## src/rtl/scg_pkg.sv

```systemverilog
package scg_pkg;

    typedef enum logic [2:0] {
        SEL_NONE,
        SEL_REL,
        SEL_SET,
        SEL_CLR,
        SEL_PIN
    } scg_sel_e;

    typedef enum logic {
        ST_DISARMED,
        ST_ARMED
    } scg_arm_e;

endpackage

```

## src/rtl/scg_addr_dec.sv

```systemverilog
module scg_addr_dec
    import scg_pkg::*;
#(
    parameter int AW      = 12,
    parameter int OFF_REL = 'h100,
    parameter int OFF_SET = 'h108,
    parameter int OFF_CLR = 'h10C,
    parameter int OFF_PIN = 'h110
) (
    input  logic [AW-1:0] addr,
    output scg_sel_e      sel
);
    localparam logic [AW-1:0] A_REL = AW'(OFF_REL);
    localparam logic [AW-1:0] A_SET = AW'(OFF_SET);
    localparam logic [AW-1:0] A_CLR = AW'(OFF_CLR);
    localparam logic [AW-1:0] A_PIN = AW'(OFF_PIN);

    always_comb begin
        if (addr == A_REL)      sel = SEL_REL;
        else if (addr == A_SET) sel = SEL_SET;
        else if (addr == A_CLR) sel = SEL_CLR;
        else if (addr == A_PIN) sel = SEL_PIN;
        else                    sel = SEL_NONE;
    end
endmodule

```

## src/rtl/scg_pin_bank.sv

```systemverilog
module scg_pin_bank #(
    parameter int PINS = 32
) (
    input  logic            clk,
    input  logic            rst_n,
    input  logic            wr_set,
    input  logic            wr_clr,
    input  logic            wr_rel,
    input  logic [PINS-1:0] wdata,
    output logic [PINS-1:0] out_q,
    output logic [PINS-1:0] oe_q
);
    logic [PINS-1:0] out_d;
    logic [PINS-1:0] oe_d;

    always_comb begin
        out_d = out_q;
        oe_d  = oe_q;
        if (wr_set) begin
            out_d = out_q | wdata;
            oe_d  = oe_q | wdata;
        end else if (wr_clr) begin
            out_d = out_q & ~wdata;
            oe_d  = oe_q | wdata;
        end else if (wr_rel) begin
            oe_d  = oe_q & ~wdata;
        end
    end

    always_ff @(posedge clk or negedge rst_n) begin
        if (!rst_n) begin
            out_q <= '0;
            oe_q  <= '0;
        end else begin
            out_q <= out_d;
            oe_q  <= oe_d;
        end
    end

    AST_SET_RAISES_LATCH: assert property (@(posedge clk) disable iff (!rst_n)
        wr_set |=> ((out_q & $past(wdata)) == $past(wdata)));
    AST_CLR_DROPS_LATCH: assert property (@(posedge clk) disable iff (!rst_n)
        wr_clr |=> ((out_q & $past(wdata)) == '0));
    AST_WRITE_DRIVES: assert property (@(posedge clk) disable iff (!rst_n)
        (wr_set || wr_clr) |=> ((oe_q & $past(wdata)) == $past(wdata)));
    AST_REL_KEEPS_LATCH: assert property (@(posedge clk) disable iff (!rst_n)
        wr_rel |=> ($stable(out_q) && ((oe_q & $past(wdata)) == '0)));
endmodule

```

## src/rtl/scg_in_sync.sv

```systemverilog
module scg_in_sync #(
    parameter int PINS   = 32,
    parameter int STAGES = 2
) (
    input  logic            clk,
    input  logic            rst_n,
    input  logic [PINS-1:0] raw,
    output logic [PINS-1:0] synced
);
    logic [PINS-1:0] stage_q [STAGES];

    generate
        for (genvar s = 0; s < STAGES; s++) begin : g_stage
            if (s == 0) begin : g_first
                always_ff @(posedge clk or negedge rst_n) begin
                    if (!rst_n) stage_q[s] <= '0;
                    else        stage_q[s] <= raw;
                end
            end else begin : g_next
                always_ff @(posedge clk or negedge rst_n) begin
                    if (!rst_n) stage_q[s] <= '0;
                    else        stage_q[s] <= stage_q[s-1];
                end
            end
        end
    endgenerate

    assign synced = stage_q[STAGES-1];
endmodule

```

## src/rtl/scg_arm_fsm.sv

```systemverilog
module scg_arm_fsm
    import scg_pkg::*;
(
    input  logic clk,
    input  logic rst_n,
    input  logic arm_wr,
    output logic armed
);
    scg_arm_e state_q;
    scg_arm_e state_d;

    always_comb begin
        state_d = state_q;
        unique case (state_q)
            ST_DISARMED: if (arm_wr) state_d = ST_ARMED;
            ST_ARMED:    state_d = ST_ARMED;
            default:     state_d = ST_DISARMED;
        endcase
    end

    always_ff @(posedge clk or negedge rst_n) begin
        if (!rst_n) state_q <= ST_DISARMED;
        else        state_q <= state_d;
    end

    always_comb begin
        unique case (state_q)
            ST_ARMED: armed = 1'b1;
            default:  armed = 1'b0;
        endcase
    end

    AST_ARM_STICKY: assert property (@(posedge clk) disable iff (!rst_n)
        armed |=> armed);
    AST_ARM_ON_WRITE: assert property (@(posedge clk) disable iff (!rst_n)
        arm_wr |=> armed);
endmodule

```

## src/rtl/scg_gpio_port.sv

```systemverilog
module scg_gpio_port
    import scg_pkg::*;
#(
    parameter int PINS    = 32,
    parameter int AW      = 12,
    parameter int STAGES  = 2,
    parameter int OFF_REL = 'h100,
    parameter int OFF_SET = 'h108,
    parameter int OFF_CLR = 'h10C,
    parameter int OFF_PIN = 'h110
) (
    input  logic            clk,
    input  logic            rst_n,
    input  logic [AW-1:0]   bus_addr,
    input  logic            bus_we,
    input  logic [PINS-1:0] bus_wdata,
    input  logic            bus_re,
    output logic [PINS-1:0] bus_rdata,
    output logic [PINS-1:0] pad_out,
    output logic [PINS-1:0] pad_oe,
    input  logic [PINS-1:0] pad_in
);
    scg_sel_e        sel;
    logic            armed;
    logic [PINS-1:0] out_q;
    logic [PINS-1:0] oe_q;
    logic [PINS-1:0] pin_sync;
    logic [PINS-1:0] rd_mux;
    logic [PINS-1:0] rdata_q;

    scg_addr_dec #(
        .AW(AW), .OFF_REL(OFF_REL), .OFF_SET(OFF_SET),
        .OFF_CLR(OFF_CLR), .OFF_PIN(OFF_PIN)
    ) u_dec (
        .addr (bus_addr),
        .sel  (sel)
    );

    scg_pin_bank #(.PINS(PINS)) u_bank (
        .clk    (clk),
        .rst_n  (rst_n),
        .wr_set (bus_we && sel == SEL_SET),
        .wr_clr (bus_we && sel == SEL_CLR),
        .wr_rel (bus_we && sel == SEL_REL),
        .wdata  (bus_wdata),
        .out_q  (out_q),
        .oe_q   (oe_q)
    );

    scg_in_sync #(.PINS(PINS), .STAGES(STAGES)) u_sync (
        .clk    (clk),
        .rst_n  (rst_n),
        .raw    (pad_in),
        .synced (pin_sync)
    );

    scg_arm_fsm u_arm (
        .clk    (clk),
        .rst_n  (rst_n),
        .arm_wr (bus_we && sel == SEL_PIN),
        .armed  (armed)
    );

    always_comb begin
        unique case (sel)
            SEL_REL: rd_mux = oe_q;
            SEL_SET: rd_mux = out_q;
            SEL_PIN: rd_mux = armed ? pin_sync : '0;
            default: rd_mux = '0;
        endcase
    end

    always_ff @(posedge clk or negedge rst_n) begin
        if (!rst_n)      rdata_q <= '0;
        else if (bus_re) rdata_q <= rd_mux;
        else             rdata_q <= '0;
    end

    assign bus_rdata = rdata_q;
    assign pad_out   = out_q;
    assign pad_oe    = oe_q;

    AST_IDLE_READ_ZERO: assert property (@(posedge clk) disable iff (!rst_n)
        !bus_re |=> (bus_rdata == '0));
    AST_DISARMED_READS_ZERO: assert property (@(posedge clk) disable iff (!rst_n)
        (bus_re && sel == SEL_PIN && !armed) |=> (bus_rdata == '0));
    AST_UNMAPPED_WRITE_NOP: assert property (@(posedge clk) disable iff (!rst_n)
        (bus_we && sel == SEL_NONE) |=> ($stable(pad_out) && $stable(pad_oe)));
    AST_UNMAPPED_READ_ZERO: assert property (@(posedge clk) disable iff (!rst_n)
        (bus_re && (sel == SEL_NONE || sel == SEL_CLR)) |=> (bus_rdata == '0));
endmodule

```

## config.mk

```make
export PLATFORM = sky130hd
export DESIGN_NAME = scg_gpio_port
export DESIGN_NICKNAME = d
export VERILOG_FILES = /design/src/rtl/scg_pkg.sv /design/src/rtl/scg_addr_dec.sv /design/src/rtl/scg_pin_bank.sv /design/src/rtl/scg_in_sync.sv /design/src/rtl/scg_arm_fsm.sv /design/src/rtl/scg_gpio_port.sv
export SDC_FILE = /design/constraint.sdc
export NUM_CORES = 1
export LEC_CHECK = 0
export BUFFER_PORTS_ARGS = -buffer_cell sky130_fd_sc_hd__buf_2
export CAP_MARGIN = 25
export CORE_ASPECT_RATIO = 2
export CORE_MARGIN = 3
export CORE_UTILIZATION = 46
export DETAILED_ROUTE_END_ITERATION = 10
export PLACE_DENSITY = 0.75
export SKIP_CTS_REPAIR_TIMING = 1
export SLEW_MARGIN = 20
export SYNTH_ARGS = -nofsm -noshare
export SYNTH_HDL_FRONTEND = slang
export SYNTH_SLANG_ARGS = --single-unit
```

## constraint.sdc

```tcl
create_clock -name clk -period 1.21 [get_ports clk]
set_input_delay 0.121 -clock clk [delete_from_list [all_inputs] [get_ports clk]]
set_output_delay 0.121 -clock clk [all_outputs]
set_load 0.03 [all_outputs]
```

==> reports/results.tsv, run 1 <==
stage	metric	value	unit
setup_path	Worst setup EP type	register	
setup_path	reg-to-reg endpoint	bus_rdata[20]$_DFF_PN0_	
power	LEAKAGE	4.74	nW
global_routing	first-pass GRT wire length	25300	µm
placed_design	RePlAce Congestion	0.790	
setup_path	r2r setup slk	0.07	ns
worst_hold_path	hold path cells	3	
global_routing	gr usage total	22.6	%
power	Logic pwr share	6.4	%
setup_path	r2r startpoint	u_arm.state_q$_DFF_PN0_	
placed_design	post-detail-place hpwl	11700	µm
global_routing	initial antenna violation count	1	
cells_and_area	final design utilization	67.7	%
power	Internal Power	9.20	mW
global_routing	vias in the first global route	4989	
power	Pwr Total	11.9	mW
synthesis	Adder-Cell Fraction of Synth Area	0	%
clock_tree	Clock transition at path regs	0.07	ns
clock_tree	clock buffer depth	2	
clock_tree	CTS root buf	clkbuf_16	
synthesis	Yosys reg bits	161	
cells_and_area	layout cells sized above 1	33.3	%
global_routing	GRT Residual Overflow	0	
setup_path	CP startpoint kind	input port	
route	Post-Route WL	17000	µm
floorplanning	I/O pins	176	
setup_path	Worst EP arrival	1.51	ns
setup_path	FF-to-FF path depth	4	
floorplanning	core area	12800	µm²
synthesis	largest family of logic cells by synthesized area	compound AO/OA/AOI/OAI gates	
sta	Max-slew headroom	73.1	%
setup_path	critical path's largest stage delay	0.32	ns
job	maxcap violations	0	
sta	FMAX	829	MHz
route	Vias per Instance	5.36	
synthesis	xor/xnor share of the synthesized area	0.144	%
cells_and_area	Layout area overhead	42.0	%
route	Post-DRT Antenna Nets	0	
floorplanning	die area	14700	µm²
synthesis	Synth Area in Simple Gates	11.1	%
power	switching share of power	22.7	%
outcome	outcome	finished clean	
floorplanning	chip height	169	µm
worst_hold_path	critical hold path startpoint	bus_we	
cells_and_area	nets	839	
global_routing	largest net degree at the start of global routing	42	
synthesis	syn_nets	581	
route	via count	4949	
worst_hold_path	Hold Path End	u_arm.state_q$_DFF_PN0_	
floorplanning	Rows	58	
worst_hold_path	Min-Delay Path Class	in2reg	
clock_tree	worst-skew pair later-pin latency	0.41	ns
power	VDD IR-drop max	1.10	mV
synthesis	yosys warns	0	
synthesis	sequential area share after synthesis	66.1	%
clock_tree	CTS tree	yes	
sta	max-slew violation count	0	
sta	final clock period utilization by the worst path	99.7	%
sta	final hold slack	0.107	ns
synthesis	Avg Inst Size Synth	12.2	µm²
synthesis	Mapped Area	6090	µm²
synthesis	Compound-Gate Fraction of Synth Area	12.0	%
setup_path	CP max-delay cell	nor4b_4	
route	Detailed Route Iter0 Violations	245	
power	Clk pwr share	47.0	%
power	Seq pwr share	46.6	%
route	DR WL/cell	18.4	µm
power	PwrDens	1380	nW/µm²
clock_tree	CTS Buf Count	17	
setup_path	Worst Path Class, Setup	in2reg	
synthesis	Mapped Cells	501	
sta	final worst path period need	1.21	ns
sta	PnR worst setup slack	0.00330	ns
floorplanning	die width	87.4	µm
synthesis	synth unique cells	25	
placed_design	dpl ws	-0.407	ns
setup_path	critical path peak fanout	13	
sta	Final Hold Fails	0	
setup_path	CP Data Required Time	1.51	ns
cells_and_area	Layout fillers	922	
route	First-pass DRT Iterations	5	
floorplanning	Starting Density	47.7	%
cells_and_area	multi-input logic area	1770	µm²
route	DRC viols	0	
clock_tree	clk sinks	161	
clock_tree	Max H-tree Level	4	
sta	Max Clock Skew	0.00933	ns
sta	# setup viols final	0	
cells_and_area	Storage cell area	4030	µm²
placed_design	Buffers on Ports	175	
sta	Setup TNS	0	ns
synthesis	mux cell area share after synthesis	5.26	%
setup_path	critical path cell sequence	buf_2 > nor4b_4 > and4_1 > buf_4 > nand2_1 > a22o_1	
sta	slew at the pin with the worst max-slew slack	0.404	ns
power	Psw	2.70	mW
worst max-delay path: cells and delay by family:
family / cells / cell delay [ns]
simple gates: 3 / 0.75
buf+inv: 2 / 0.39
compound gates: 1 / 0.25
cell families after synthesis:
kind of cell	count (synthesis)
flops	161
compound gates	97
buf+inv	69
xor+xnor	1
mux	32
simple gates	141
cell type report:
cell class | count | share of cell area, %
flip-flops and latches | 161 | 46.6
clock buffers | 18 | 4.96
diodes | 2 | 0.0579
clock inverters | 14 | 2.29
inverters | 33 | 1.43
repair buffers | 275 | 22.1
multi-input cells | 271 | 20.5
well taps | 150 | 2.17
power by group through the flow:
stage	Combinational, mW	Clock [mW]	Sequential (mW)
after CTS	0.591	5.70	5.55
after global routing	0.827	5.92	5.55
after floorplan	0.157	0	5.66
final	0.757	5.60	5.55
after global placement	0.569	0	5.64
after detailed placement	0.588	0	5.65
Yosys cell counts:
cell | instances | share of area, %
nor4b_4 | 1 | 0.39
and3_2 | 1 | 0.12
buf_2 | 7 | 0.58
a22o_1 | 32 | 4.6
dfrtp_1 | 161 | 66
a31o_2 | 1 | 0.14
and3_1 | 33 | 3.4
and4_1 | 1 | 0.14
o22ai_1 | 32 | 3.3
and3b_1 | 1 | 0.14
nand3_2 | 1 | 0.16
o31ai_1 | 32 | 3.9
nand3b_1 | 1 | 0.12
buf_4 | 4 | 0.49
nor3b_4 | 1 | 0.31
nor3_1 | 1 | 0.082
nor4_1 | 1 | 0.10
xnor2_1 | 1 | 0.14
nand2_1 | 97 | 6.0
inv_1 | 33 | 2.0
nor2_1 | 1 | 0.062
nand2b_1 | 1 | 0.10
buf_6 | 6 | 1.1
clkbuf_1 | 19 | 1.2
mux2i_1 | 32 | 5.3
through the flow:
step	instance area [µm²]	std cells
2_1_floorplan	6150	501
4_1_cts	7990	857
5_1_grt	8650	923
6_report	8650	924
3_3_place_gp	7360	825
3_5_place_dp	7360	825
worst max path at each step:
stage | endpoint | slack, ns | startpoint | depth (start not counted)
2_1_floorplan | register | -0.06 | bus_addr[9] | 6
3_3_place_gp | register | -0.33 | bus_addr[9] | 6
3_5_place_dp | register | -0.41 | bus_addr[9] | 6
4_1_cts | pad_out[28] | 0.04 | register | 1
5_1_grt | register | -0.01 | bus_addr[9] | 6
6_report | register | 0.003 | bus_addr[9] | 6
per-layer routing:
layer,routed length [µm],global-route usage (%)
met1,6130,25.4
met4,548,12.0
met5,0,0
met2,9450,38.9
met3,881,5.11
cell usage in the layout (no fill, tap or decap), types with 2 or more instances in the layout:
cell	Yosys	final
a22o_1	32	32
and3_1	33	33
buf_12	0	9
buf_2	7	174
buf_4	4	26
bufinv_16	0	3
clkbuf_16	0	17
clkinv_4	0	3
dfrtp_1	161	161
diode_2	0	2
dlygate4sd3_1	0	65
inv_1	33	33
inv_6	0	4
inv_8	0	2
mux2i_1	32	32
nand2_1	97	87
nand2_2	0	10
o22ai_1	32	32
o31ai_1	32	32
Power figures use the tool's default switching activity.
==> run 2, diff against run 1 <==
- CELL_PAD_IN_SITES_DETAIL_PLACEMENT: unset -> 0
- CELL_PAD_IN_SITES_GLOBAL_PLACEMENT: unset -> 1
- CORE_UTILIZATION: 46 -> 36
- PLACE_DENSITY: 0.75 -> unset
- PLACE_DENSITY_LB_ADDON: unset -> 0.1
==> run 2 against run 1 <==
The run now ends with hold timing left. Hold slack worse by 0.13 ns. Sequential share of layout area down 1.2 points. Non-clock buffer count up 18. Largest cell class unchanged. Largest power group is now registers. Highest routed layer unchanged.
==> reports/results.tsv, run 2 (synthesis results as in run 1) <==
stage	metric	value	unit
route	met3 wire len	846	µm
cells_and_area	layout cells sized above 1	35.2	%
cells_and_area	multi-input logic area	1770	µm²
floorplanning	I/O pins	176	
cells_and_area	Layout Cells excl Fill	994	
cells_and_area	final design utilization	54.0	%
placed_design	post-detail-place hpwl	12900	µm
floorplanning	core area	16400	µm²
floorplanning	Starting Density	37.1	%
sta	max-slew violation count	0	
outcome	failing checks	hold timing	
floorplanning	die width	98.0	µm
route	DRC viols	0	
route	Post-Route WL	18200	µm
sta	final clock period utilization by the worst path	99.5	%
sta	FMAX	831	MHz
clock_tree	CTS root buf	clkbuf_16	
route	Post-DRT Antenna Nets	0	
route	met1 wire length	6720	µm
power	LEAKAGE	4.81	nW
global_routing	initial antenna violation count	0	
setup_path	Worst Path Class, Setup	reg2reg	
placed_design	RePlAce Congestion	0.794	
cells_and_area	Layout area overhead	45.7	%
power	Pwr Total	11.5	mW
power	PwrDens	1300	nW/µm²
cells_and_area	Layout fillers	1478	
setup_path	CP max-delay cell	dfrtp_1	
clock_tree	clk sinks	161	
setup_path	CP startpoint kind	register	
route	First-pass DRT Iterations	4	
route	Detailed Route Iter0 Violations	166	
placed_design	Buffers on Ports	175	
sta	# setup viols final	0	
global_routing	first-pass GRT wire length	27600	µm
floorplanning	chip height	190	µm
route	highest routed layer	met4	
global_routing	largest net degree at the start of global routing	43	
outcome	outcome	finished with violations	
clock_tree	Clock transition at path regs	0.06	ns
cells_and_area	most frequent cells in the layout	buf_2 (171), dfrtp_1 (161), nand2_1 (87)	
setup_path	Worst setup EP type	register	
sta	Max Clock Skew	0.00537	ns
setup_path	critical path cell sequence	mux2i_2 > buf_4 > o22ai_1 > and3_1	
setup_path	Worst EP arrival	1.52	ns
clock_tree	Max H-tree Level	4	
cells_and_area	commonest non-fill, non-tap cell in the layout	buf_2	
worst_hold_path	Min-Delay Path Class	in2reg	
setup_path	critical path's largest stage delay	0.42	ns
clock_tree	clock buffer depth	2	
global_routing	GRT Residual Overflow	0	
floorplanning	Rows	66	
setup_path	CP Data Required Time	1.52	ns
sta	slew at the pin with the worst max-slew slack	0.283	ns
cells_and_area	antenna cell count	0	
floorplanning	die area	18600	µm²
clock_tree	CTS Buf Count	17	
sta	Final Hold Fails	1	
clock_tree	worst-skew pair later-pin latency	0.42	ns
power	VDD IR-drop max	0.962	mV
cells_and_area	nets	857	
clock_tree	CTS tree	yes	
placed_design	placed instance area	7640	µm²
route	Vias per Instance	4.89	
cells_and_area	fin area	8870	µm²
sta	Max-slew headroom	80.6	%
global_routing	vias in the first global route	4946	
setup_path	critical path peak fanout	3	
placed_design	placed cell count	899	
sta	final hold slack	-0.0257	ns
route	DR WL/cell	18.3	µm
route	via count	4865	
sta	final worst path period need	1.20	ns
global_routing	gr usage total	19.7	%
job	maxcap violations	0	
cells_and_area	Storage cell area	4030	µm²
route	met2 wire length	10000	µm
==> run 2: cell count changes in the layout (fill, tap and decap cells not counted), sizes merged <==
cell | previous run | this run
buf | 210 | 228
inv | 39 | 38
diode | 2 | 0
dlygate4sd3 | 65 | 64
clkinv | 4 | 5
clkinvlp | 1 | 2
clkbuf | 18 | 20
bufinv | 3 | 1
==> run 2: stage by stage <==
| step | setup TNS, ns | setup WS, ns |
|---|---|---|
| after floorplan | -1.80 | -0.0575 |
| after CTS | -0.126 | -0.0494 |
| after detailed placement | -26.29 | -0.334 |
| final | 0 | 0.00598 |
| after global routing | -0.0429 | -0.0214 |
| after global placement | -23.50 | -0.292 |
==> run 2: cell type report <==
type,count,area share (%)
clock inverters,13,1.41
repair buffers,293,23.9
multi-input cells,271,19.9
flip-flops and latches,161,45.4
well taps,204,2.88
clock buffers,19,5.10
inverters,33,1.40
==> run 2: per-layer routing <==
metal / up-vias / track usage, %
met5: - / 0
met4: 0 / 9.55
met3: 27 / 4.22
met2: 158 / 35.5
met1: 2390 / 21.5
li1: 2290 / -
==> run 2: where the power goes <==
group	switching, mW	internal, mW	total, mW
Sequential	0.0410	5.50	5.55
Clock	2.22	2.97	5.19
Combinational	0.393	0.378	0.771
==> run 2: path summary, 6_finish.rpt <==
| kind | from | endpoint | slack, ns | cells after the start |
|---|---|---|---|---|
| worst max-delay path | register | bus_rdata[3]$_DFF_PN0_ | 0.006 | 4 |
| worst min-delay path | bus_wdata[3] | register | -0.03 | 2 |
| worst max register to register | register | bus_rdata[3]$_DFF_PN0_ | 0.006 | 4 |
| worst min register to register | u_sync.stage_q[34]$_DFF_PN0_ | u_sync.synced[2]$_DFF_PN0_ | 0.35 | 0 |
| max in group asynchronous | rst_n | u_sync.stage_q[40]$_DFF_PN0_ | 0.53 | 3 |
| min in group asynchronous | rst_n | u_sync.synced[3]$_DFF_PN0_ | 0.13 | 2 |
==> run 2: critical path: cells and delay by family (launching register included) <==
family	cells	cell delay (ns)
buffers and inverters	1	0.17
AND/OR/NAND/NOR	1	0.18
flip-flops	1	0.42
multiplexers	1	0.27
AO/OA/AOI/OAI	1	0.06
